[src/rtl/imsg_admit_pkg.sv]
package imsg_admit_pkg;
    typedef enum logic [1:0] {
        RSP_DONE  = 2'd0,
        RSP_ERROR = 2'd1,
        RSP_RETRY = 2'd2
    } rsp_code_e;

    typedef enum logic [1:0] {
        ST_IDLE   = 2'd0,
        ST_LOOK   = 2'd1,
        ST_DECIDE = 2'd2
    } adm_state_e;
endpackage

[src/rtl/imsg_map_lookup.sv]
module imsg_map_lookup #(
    parameter int MBOX_W     = 6,
    parameter int QIDX_W     = 3,
    parameter int NQ         = 6,
    parameter int MULTI_MBOX = 4
) (
    input  logic [MBOX_W-1:0]               mbox_i,
    input  logic                            multi_i,
    input  logic [(1<<MBOX_W)-1:0]          map_valid_i,
    input  logic [(1<<MBOX_W)*QIDX_W-1:0]   map_queue_i,
    output logic                            map_ok_o,
    output logic [QIDX_W-1:0]               qidx_o
);
    localparam int NMBOX = 1 << MBOX_W;
    localparam logic [MBOX_W-1:0] MULTI_LIM = MBOX_W'(MULTI_MBOX);
    localparam logic [QIDX_W:0]   NQ_LIM    = (QIDX_W+1)'(NQ);

    logic [QIDX_W-1:0] qtab [NMBOX];

    for (genvar m = 0; m < NMBOX; m++) begin : g_tab
        assign qtab[m] = map_queue_i[m*QIDX_W +: QIDX_W];
    end

    // unmapped, nonexistent queue, or multi-segment on a high mailbox
    always_comb begin
        qidx_o   = qtab[mbox_i];
        map_ok_o = map_valid_i[mbox_i]
                && ({1'b0, qidx_o} < NQ_LIM)
                && !(multi_i && (mbox_i >= MULTI_LIM));
    end
endmodule

[src/rtl/imsg_verdict.sv]
module imsg_verdict
    import imsg_admit_pkg::*;
(
    input  logic      first_i,
    input  logic      last_i,
    input  logic      multi_i,
    input  logic      sticky_hit_i,
    input  logic      map_ok_i,
    input  logic      q_ready_i,
    input  logic      q_torn_i,
    input  logic      has_free_i,
    input  logic      oversize_i,
    input  logic      q_active_i,
    input  logic      owner_i,
    output rsp_code_e code_o,
    output logic      take_o,
    output logic      open_o,
    output logic      close_o
);
    // fixed priority of the rejection causes
    always_comb begin
        if (!first_i && sticky_hit_i)        code_o = RSP_ERROR;
        else if (!map_ok_i)                  code_o = RSP_ERROR;
        else if (!q_ready_i || q_torn_i)     code_o = RSP_ERROR;
        else if (!first_i)                   code_o = (q_active_i && owner_i) ? RSP_DONE : RSP_RETRY;
        else if (!has_free_i)                code_o = RSP_ERROR;
        else if (oversize_i)                 code_o = RSP_ERROR;
        else if (multi_i && q_active_i)      code_o = RSP_RETRY;
        else                                 code_o = RSP_DONE;   // single passes busy

        take_o  = first_i && (code_o == RSP_DONE);
        open_o  = first_i && multi_i && (code_o == RSP_DONE);
        close_o = !first_i && map_ok_i && q_active_i && owner_i
               && (((code_o == RSP_DONE) && last_i) || (code_o == RSP_ERROR));
    end
endmodule

[src/rtl/imsg_ctx.sv]
module imsg_ctx #(
    parameter int QIDX_W = 3,
    parameter int KEY_W  = 4
) (
    input  logic              clk,
    input  logic              rst_n,
    input  logic [QIDX_W-1:0] qsel_i,
    input  logic [KEY_W-1:0]  key_i,
    input  logic              open_i,
    input  logic              close_i,
    input  logic              sticky_set_i,
    input  logic              sticky_clr_i,
    output logic              active_o,
    output logic              owner_o,
    output logic              sticky_o
);
    localparam int NQP  = 1 << QIDX_W;
    localparam int NKEY = 1 << KEY_W;

    logic [NQP-1:0]   act;
    logic [KEY_W-1:0] own [NQP];
    logic [NKEY-1:0]  sticky;

    always_ff @(posedge clk or negedge rst_n) begin
        if (!rst_n) begin
            act    <= '0;
            sticky <= '0;
            for (int i = 0; i < NQP; i++) own[i] <= '0;
        end else begin
            if (open_i) begin
                act[qsel_i] <= 1'b1;
                own[qsel_i] <= key_i;
            end else if (close_i) begin
                act[qsel_i] <= 1'b0;
            end
            if (sticky_set_i)      sticky[key_i] <= 1'b1;
            else if (sticky_clr_i) sticky[key_i] <= 1'b0;
        end
    end

    assign active_o = act[qsel_i];
    assign owner_o  = (own[qsel_i] == key_i);
    assign sticky_o = sticky[key_i];

    // a busy queue is never claimed by a second message
    a_r7_no_double_open: assert property (@(posedge clk) disable iff (!rst_n)
        open_i |-> !act[qsel_i]);
    // only a busy context is ever released
    a_r10_close_only_active: assert property (@(posedge clk) disable iff (!rst_n)
        close_i |-> act[qsel_i]);
endmodule

[src/rtl/imsg_admit.sv]
module imsg_admit
    import imsg_admit_pkg::*;
#(
    parameter int MBOX_W     = 6,
    parameter int LETTER_W   = 2,
    parameter int SEG_W      = 4,
    parameter int SIZE_W     = 12,
    parameter int FREE_W     = 7,
    parameter int QIDX_W     = 3,
    parameter int NQ         = 6,
    parameter int MULTI_MBOX = 4
) (
    input  logic                          clk,
    input  logic                          rst_n,
    input  logic                          seg_valid,
    output logic                          in_ready,
    input  logic [MBOX_W-1:0]             seg_mbox,
    input  logic [LETTER_W-1:0]           seg_letter,
    input  logic [SEG_W-1:0]              seg_idx,
    input  logic [SEG_W-1:0]              seg_total_m1,
    input  logic [SIZE_W-1:0]             seg_size,
    input  logic [(1<<MBOX_W)-1:0]        mb_map_valid,
    input  logic [(1<<MBOX_W)*QIDX_W-1:0] mb_map_queue,
    input  logic [NQ-1:0]                 q_ready,
    input  logic [NQ-1:0]                 q_torn,
    input  logic [NQ*FREE_W-1:0]          q_free_cnt,
    input  logic [NQ*SIZE_W-1:0]          q_buf_size,
    output logic                          rsp_valid,
    output logic [1:0]                    rsp_code,
    output logic                          acc_valid,
    output logic [QIDX_W-1:0]             acc_queue,
    output logic                          desc_take
);
    localparam int NQP    = 1 << QIDX_W;
    localparam int MMB_W  = $clog2(MULTI_MBOX);
    localparam int KEY_W  = MMB_W + LETTER_W;
    localparam logic [MBOX_W-1:0] MULTI_LIM = MBOX_W'(MULTI_MBOX);

    adm_state_e state_q, state_d;

    // captured header
    logic [MBOX_W-1:0]   h_mbox;
    logic [LETTER_W-1:0] h_letter;
    logic [SEG_W-1:0]    h_idx, h_tot;
    logic [SIZE_W-1:0]   h_size;

    // lookup snapshot
    logic              l_map_ok, l_ready, l_torn, l_free, l_over;
    logic [QIDX_W-1:0] l_q;

    // per-queue status padded to a power of two
    logic [NQP-1:0]    rdy_p, torn_p;
    logic [FREE_W-1:0] free_arr [NQP];
    logic [SIZE_W-1:0] size_arr [NQP];

    for (genvar q = 0; q < NQP; q++) begin : g_qstat
        if (q < NQ) begin : g_real
            assign rdy_p[q]    = q_ready[q];
            assign torn_p[q]   = q_torn[q];
            assign free_arr[q] = q_free_cnt[q*FREE_W +: FREE_W];
            assign size_arr[q] = q_buf_size[q*SIZE_W +: SIZE_W];
        end else begin : g_pad
            assign rdy_p[q]    = 1'b0;
            assign torn_p[q]   = 1'b0;
            assign free_arr[q] = '0;
            assign size_arr[q] = '0;
        end
    end

    logic              multi, first, last, sticky_ok;
    logic [KEY_W-1:0]  key;
    logic              map_ok;
    logic [QIDX_W-1:0] map_q;
    logic              c_active, c_owner, c_sticky;
    rsp_code_e         v_code;
    logic              v_take, v_open, v_close;
    logic              in_decide;

    assign multi     = (h_tot != '0);
    assign first     = (h_idx == '0);
    assign last      = (h_idx == h_tot);
    assign key       = {h_mbox[MMB_W-1:0], h_letter};
    assign sticky_ok = multi && (h_mbox < MULTI_LIM);
    assign in_decide = (state_q == ST_DECIDE);
    assign in_ready  = (state_q == ST_IDLE);

    imsg_map_lookup #(
        .MBOX_W(MBOX_W), .QIDX_W(QIDX_W), .NQ(NQ), .MULTI_MBOX(MULTI_MBOX)
    ) u_map (
        .mbox_i(h_mbox), .multi_i(multi),
        .map_valid_i(mb_map_valid), .map_queue_i(mb_map_queue),
        .map_ok_o(map_ok), .qidx_o(map_q)
    );

    imsg_ctx #(.QIDX_W(QIDX_W), .KEY_W(KEY_W)) u_ctx (
        .clk(clk), .rst_n(rst_n),
        .qsel_i(l_q), .key_i(key),
        .open_i(in_decide && v_open),
        .close_i(in_decide && v_close),
        .sticky_set_i(in_decide && sticky_ok && (v_code == RSP_ERROR) && !last),
        .sticky_clr_i(in_decide && sticky_ok && (first || last)),
        .active_o(c_active), .owner_o(c_owner), .sticky_o(c_sticky)
    );

    imsg_verdict u_verdict (
        .first_i(first), .last_i(last), .multi_i(multi),
        .sticky_hit_i(sticky_ok && c_sticky),
        .map_ok_i(l_map_ok), .q_ready_i(l_ready), .q_torn_i(l_torn),
        .has_free_i(l_free), .oversize_i(l_over),
        .q_active_i(c_active), .owner_i(c_owner),
        .code_o(v_code), .take_o(v_take), .open_o(v_open), .close_o(v_close)
    );

    // state register
    always_ff @(posedge clk or negedge rst_n) begin
        if (!rst_n) state_q <= ST_IDLE;
        else        state_q <= state_d;
    end

    // transitions: IDLE->LOOK on seg_valid, LOOK->DECIDE, DECIDE->IDLE
    always_comb begin
        state_d = state_q;
        unique case (state_q)
            ST_IDLE:   if (seg_valid) state_d = ST_LOOK;
            ST_LOOK:   state_d = ST_DECIDE;
            ST_DECIDE: state_d = ST_IDLE;
            default:   state_d = ST_IDLE;
        endcase
    end

    // header capture and lookup snapshot
    always_ff @(posedge clk or negedge rst_n) begin
        if (!rst_n) begin
            h_mbox <= '0; h_letter <= '0; h_idx <= '0; h_tot <= '0; h_size <= '0;
            l_map_ok <= 1'b0; l_ready <= 1'b0; l_torn <= 1'b0;
            l_free <= 1'b0; l_over <= 1'b0; l_q <= '0;
        end else begin
            if (state_q == ST_IDLE && seg_valid) begin
                h_mbox <= seg_mbox; h_letter <= seg_letter;
                h_idx <= seg_idx; h_tot <= seg_total_m1; h_size <= seg_size;
            end
            if (state_q == ST_LOOK) begin
                l_map_ok <= map_ok;
                l_q      <= map_q;
                l_ready  <= rdy_p[map_q];
                l_torn   <= torn_p[map_q];
                l_free   <= (free_arr[map_q] != '0);
                l_over   <= (h_size > size_arr[map_q]);
            end
        end
    end

    // registered outputs
    always_ff @(posedge clk or negedge rst_n) begin
        if (!rst_n) begin
            rsp_valid <= 1'b0; rsp_code <= 2'd0;
            acc_valid <= 1'b0; acc_queue <= '0; desc_take <= 1'b0;
        end else begin
            rsp_valid <= in_decide;
            rsp_code  <= in_decide ? v_code : 2'd0;
            acc_valid <= in_decide && (v_code == RSP_DONE);
            acc_queue <= l_q;
            desc_take <= in_decide && v_take;
        end
    end

    // a descriptor is consumed only with a DONE acceptance
    a_r8_take_with_done: assert property (@(posedge clk) disable iff (!rst_n)
        desc_take |-> (acc_valid && rsp_valid && rsp_code == 2'd0));
    // responses are single-cycle pulses
    a_r1_single_pulse: assert property (@(posedge clk) disable iff (!rst_n)
        rsp_valid |=> !rsp_valid);
    // a deferred segment neither accepts nor consumes
    a_r7_retry_no_accept: assert property (@(posedge clk) disable iff (!rst_n)
        (rsp_valid && rsp_code == 2'd2) |-> (!acc_valid && !desc_take));
    // no acceptance without a response
    a_r1_accept_in_rsp: assert property (@(posedge clk) disable iff (!rst_n)
        acc_valid |-> rsp_valid);
endmodule

[config.mk]
export PLATFORM = sky130hd
export DESIGN_NAME = imsg_admit
export DESIGN_NICKNAME = d
export VERILOG_FILES = /design/src/rtl/imsg_admit_pkg.sv /design/src/rtl/imsg_map_lookup.sv /design/src/rtl/imsg_verdict.sv /design/src/rtl/imsg_ctx.sv /design/src/rtl/imsg_admit.sv
export SDC_FILE = /design/constraint.sdc
export NUM_CORES = 1
export LEC_CHECK = 0
export BUFFER_PORTS_ARGS = -buffer_cell sky130_fd_sc_hd__buf_2
export CAP_MARGIN = 20
export CORE_AREA = 2 2 165 167
export CTS_CLUSTER_SIZE = 16
export DETAILED_ROUTE_END_ITERATION = 10
export DIE_AREA = 0 0 167 169
export PLACE_DENSITY = 0.67
export SLEW_MARGIN = 20
export SYNTH_ARGS = -nofsm -noshare
export SYNTH_HDL_FRONTEND = slang
export SYNTH_SLANG_ARGS = --single-unit
[constraint.sdc]
create_clock -name clk -period 3.7 [get_ports clk]
set_input_delay 0.74 -clock clk [delete_from_list [all_inputs] [get_ports clk]]
set_output_delay 0.74 -clock clk [all_outputs]
set_load 0.01 [all_outputs]
### Word level (Yosys, flattened, before mapping)

Cells that the tools add are included.

* logic and storage cells: 142
* flip-flop bits (word level): 102
* output and inout port bits: 9
* bits of input ports: 413

* equality and inequality tests: 6
* order comparisons: 14
* reductions and logical operators: 42
* mux-type cells: 44
* bitwise gates (word level): 9

Operator list (number)
* 12-bit binary-select mux with 3-bit select: 1
* 32-bit bitwise mux: 1
* 16-bit 2-to-1 mux: 2
* 1-bit logical AND: 28
* 12-bit 2-to-1 mux: 2
* 7-bit binary-select mux with 3-bit select: 1
* 2-bit 2-to-1 mux: 10
* 3-bit binary-select mux with 6-bit select: 1
* 16-bit AND: 1
* 8-bit 2-to-1 mux: 2
* 16-bit inverter: 1
* 16-bit bitwise OR: 1
* 7-bit 2-to-1 mux: 2
* 4-bit binary-select mux with 3-bit select: 1
* 4-bit demux with 3-bit select: 1
* 12-bit greater-than comparator: 1
* 4-bit 2-to-1 mux: 3
* 1-bit binary-select mux with 3-bit select: 3
* 8-bit AND: 1
* 4-bit == test: 2
* 4-bit >= comparator, second input constant: 2
* 3-bit by 4-bit less-than comparator with 1-bit output, second input constant: 2
* 3-bit inverter with 4-bit output: 2
* 8-bit inverter: 1
* other kinds (28): 43

### Longest topological paths before layout

* depth in word-level cells: 18
* mapped depth: 20
* gate-level depth less buffers: 16

### By module

From an unflattened synthesis, not the netlist that was laid out.

* cells, all modules: 605
* area, all modules: 7820.0 um2

By module, submodules not included
* imsg_ctx: area an instance 2765.2 um2, instances 1, cells each 205
* imsg_admit: area an instance 2758.9 um2, instances 1, cells each 224
* imsg_map_lookup: area an instance 2182.1 um2, instances 1, cells each 162
* imsg_verdict: area an instance 113.9 um2, instances 1, cells each 14

### Worst setup path before layout

Ideal clock, no wire load.

* kind: input to register
* start point: input mb_map_queue[118]
* end point: register l_over
* arrival time: 3.956 ns
* stages on the path: 16
* data required time: 3.564 ns
* setup time: 0.136 ns
* setup slack: -0.393 ns
* buffers on the path: 2
* path through: mux4_2 > mux2_2 > or3_1 > a31oi_1 > a21oi_1 > buf_2 > and2_1 > clkbuf_1 > a222oi_1 > ha_1 > a21o_1 > a21o_1 > a21oi_1 > nor2_1 > a2111oi_0 > o21ai_0

* longest elaborated chain between the ends: 8

Ends and longest elaborated chain
* from (decl): RTL line imsg_admit.sv:23 `input logic [(1<<MBOX_W)*QIDX_W-1:0] mb_map_queue,`
* 3-bit binary-select mux with 6-bit select: RTL line imsg_map_lookup.sv:26 `qidx_o = qtab[mbox_i];`
* 3-bit 2-to-1 mux (implied by the code) (2 in series): RTL line imsg_map_lookup.sv:26
* 3-bit inverter with 4-bit output (implied by the code): RTL line imsg_admit.sv:148 `l_over <= (h_size > size_arr[map_q]);`
* 12-bit binary-select mux with 3-bit select: RTL line imsg_admit.sv:148
* 12-bit 2-to-1 mux (implied by the code) (2 in series): RTL line imsg_admit.sv:148
* 12-bit greater-than comparator: RTL line imsg_admit.sv:148
* to (signal assigned): RTL line imsg_admit.sv:148
* to (decl): RTL line imsg_admit.sv:48 `logic l_map_ok, l_ready, l_torn, l_free, l_over;`

Every way passes these cells. The select of a mux whose other input is x is not followed.
A chain may end at the register's enable or synchronous reset.

### Final worst setup path

* start point: register h_mbox[1]
* end point: register l_over

* longest elaborated chain between the ends: 9

Ends and longest elaborated chain
* from (decl): RTL line imsg_admit.sv:42 `logic [MBOX_W-1:0] h_mbox;`
* from (signal assigned): RTL line imsg_admit.sv:139 `h_mbox <= seg_mbox; h_letter <= seg_letter;`
* 6-bit inverter with 7-bit output (implied by the code): RTL line imsg_map_lookup.sv:26
* 3-bit binary-select mux with 6-bit select: RTL line imsg_map_lookup.sv:26
* 3-bit 2-to-1 mux (implied by the code) (2 in series): RTL line imsg_map_lookup.sv:26
* 3-bit inverter with 4-bit output (implied by the code): RTL line imsg_admit.sv:148
* 12-bit binary-select mux with 3-bit select: RTL line imsg_admit.sv:148
* 12-bit 2-to-1 mux (implied by the code) (2 in series): RTL line imsg_admit.sv:148
* 12-bit greater-than comparator: RTL line imsg_admit.sv:148

Every way passes these cells. The select of a mux whose other input is x is not followed.

==> results.json <==
{
  "cts_buffers": 9,
  "ys_seq_area_frac": 0.317,
  "fp.dieH_um": 169,
  "max_freq_ghz": 0.250,
  "grt_overflow_total": 0,
  "synth_compound_area_frac": 0.0832,
  "vias_per_cell": 5.27,
  "fin_skew_ns": 0.00916,
  "die-area_mm2": 0.0282,
  "synth_fa_ha_area_frac": 0.0186,
  "leakagePower_nw": 5.68,
  "ys_types": 62,
  "end_kind": "flip-flop",
  "drt-total-wl_um": 31200,
  "worst_pin_slew_ns": 0.718,
  "grt_pass1_wl_um": 46200,
  "ant_nets": 0,
  "synth-edff-count": 0,
  "antenna_found_initial": 6,
  "io_pins": 422,
  "startpoint_type": "flip-flop",
  "setup_tns_ns": -0.302,
  "post-route-min-period_ns": 4.00,
  "synth_largest_area_cell": "dfrtp_1",
  "layout.nets": 1567,
  "die_w_um": 167,
  "grt_max_degree": 53,
  "core-area_mm2": 0.0265,
  "slew_violations": 0,
  "stdcell_area_mm2": 0.0116,
  "cp_max_fo": 9,
  "netlist_area_mm2": 0.00806,
  "yosys_warnings": 0,
  "peakVddDrop_mv": 0.257,
  "cp_slowest_stage_delay_ns": 0.53,
  "synth_cells": 672,
  "start_util": 0.304,
  "wl_per_cell_um": 20.9,
  "rsz0062_at_grt": "yes",
  "synthMuxAreaShare": 0.413,
  "gp_congestion": 0.866,
  "hold_viol_final": 0,
  "vias": 7865,
  "first_pass_iters": 5,
  "synth_ff_type": "dfrtp_1",
  "setup_violations": 1,
  "tritoncts": "done",
  "synth_common_cells": "102 x dfrtp_1, 83 x mux2_2, 65 x mux4_2, 47 x nand2_1, 46 x mux2i_1",
  "utilization": 0.439,
  "slowest_stage": "dfrtp_4",
  "grt_pass1_vias": 7884,
  "critPathTopFamily": "compound AO/OA/AOI/OAI gates",
  "rows": 60,
  "clk_latency_ns": 0.35,
  "path_class": "flip-flop to flip-flop",
  "synth_top_family_by_area": "multiplexers",
  "cap_viol_max_count": 0,
  "cp.required_ns": 3.93,
  "crit_buf_inv": 3,
  "yosysMostFrequentCell": "dfrtp_1",
  "clockBufferDepth": 2,
  "clock_sinks": 102,
  "drive_above_1_share": 0.641,
  "synth-simple-area-share": 0.120,
  "period_share": 1.08,
  "violations": "negative setup slack",
  "fin_ws_ns": -0.302,
  "area_growth_syn_to_layout_pct": 44.3,
  "syn_nets": 1097,
  "placed_area_mm2": 0.0110,
  "hold_path_class": "primary input to async pin",
  "cts-root-buf": "clkbuf_16",
  "ys_ff_latch": 102,
  "critPathArrivalTime_ns": 4.23,
  "port_buffers": 421,
  "dp_hpwl_um": 25900,
  "pwr_density_cell_mw_per_mm2": 541,
  "drt_iter0_drc": 495,
  "crit_chain": "buf_12 -> buf_6 -> mux4_2 -> mux2_2 -> or3_1 -> a31oi_1 -> a21oi_2 -> and2_4 -> buf_12 -> a222oi_1 -> ha_1 -> a21o_1 -> a21o_1 -> a2111oi_2 -> o21ai_1",
  "synthArstFlopShare": 1.00,
  "slew_headroom": 0.517,
  "drcViolationCount": 0,
  "grt_usage": 0.213,
  "synth_area_leaders": "dfrtp_1 32%, mux4_2 18%, mux2_2 12%",
  "hold_buffers": 0,
  "outcome": "finished, violations left",
  "synth-xor-area-share": 0.00869,
  "synth_top_area_frac": 0.317,
  "clk_transition_reported_paths_ns": 0.07,
  "cts_max_level": 3,
  "avgSynthCellArea_um2": 12.0
}
-- power breakdown --
part	switching (mW)	internal, mW
logic	1.73	2.15
registers	0.202	1.26
clock network	0.426	0.522
-- logic make-up after synthesis --
group | Yosys count
AND/OR/NAND/NOR | 175
flip-flops | 102
AO/OA/AOI/OAI | 84
buffers and inverters | 63
multiplexers | 228
adder cells (fa/ha/maj) | 12
XOR/XNOR | 8
-- through the flow --
step,std cells,hold WS [ns],power (mW),setup WS [ns]
2_1_floorplan,672,0.349,3.63,-0.163
3_3_place_gp,1456,0.462,4.91,-0.533
3_5_place_dp,1456,0.467,4.96,-0.728
4_1_cts,1486,0.454,6.27,-0.317
5_1_grt,1490,0.480,6.68,-0.463
6_report,1491,0.418,6.29,-0.302
-- cell usage in the layout (no fill, tap or decap), types with 13 or more instances in the layout --
cell / Yosys / routed
buf_2: 19 / 420
buf_4: 4 / 77
dfrtp_1: 102 / 99
mux2_1: 17 / 17
mux2_2: 83 / 81
mux2_4: 15 / 17
mux2i_1: 46 / 42
mux4_2: 65 / 65
nand2_1: 47 / 47
nor2_1: 21 / 20
nor2b_1: 14 / 13
-- timing repair --
item	4_1_cts	5_1_grt
gates resized for setup	28	3
buffers inserted	12	2
pin swaps	15	7
cloned	2	0
setup endpoints to repair	1	1
-- path summary, 6_finish.rpt --
kind / start / end / slack [ns] / depth (start not counted)
max: h_mbox[1] / l_over / -0.30 / 15
min: rst_n / h_idx[2] / 0.42 / 1
max reg2reg: h_mbox[1] / l_over / -0.30 / 15
min reg2reg: u_ctx.own[2] / u_ctx.own[2] / 0.49 / 1
max in group asynchronous: rst_n / async pin / 2.38 / 2
min in group clk: u_ctx.own[2] / u_ctx.own[2] / 0.49 / 1
-- per-layer routing --
layer / up-vias / routed length, µm / track usage
met5: - / 10 / 0
met4: 2 / 705 / 0.0690
met3: 43 / 1880 / 0.0327
met2: 281 / 15300 / 0.351
met1: 3952 / 13300 / 0.289
li1: 3587 / - / -
-- layout make-up --
| type | count | area, µm² |
|---|---|---|
| Antenna cell | 3 | 7.51 |
| Clock buffer | 10 | 229 |
| Clock inverter | 6 | 62.6 |
| Fill cell | 2534 | 14900 |
| Inverter | 7 | 26.3 |
| Multi-Input combinational cell | 507 | 5300 |
| Sequential cell | 102 | 2560 |
| Tap cell | 341 | 427 |
| Timing Repair Buffer | 515 | 3020 |
No activity file was read; power rests on OpenSTA's default activity.
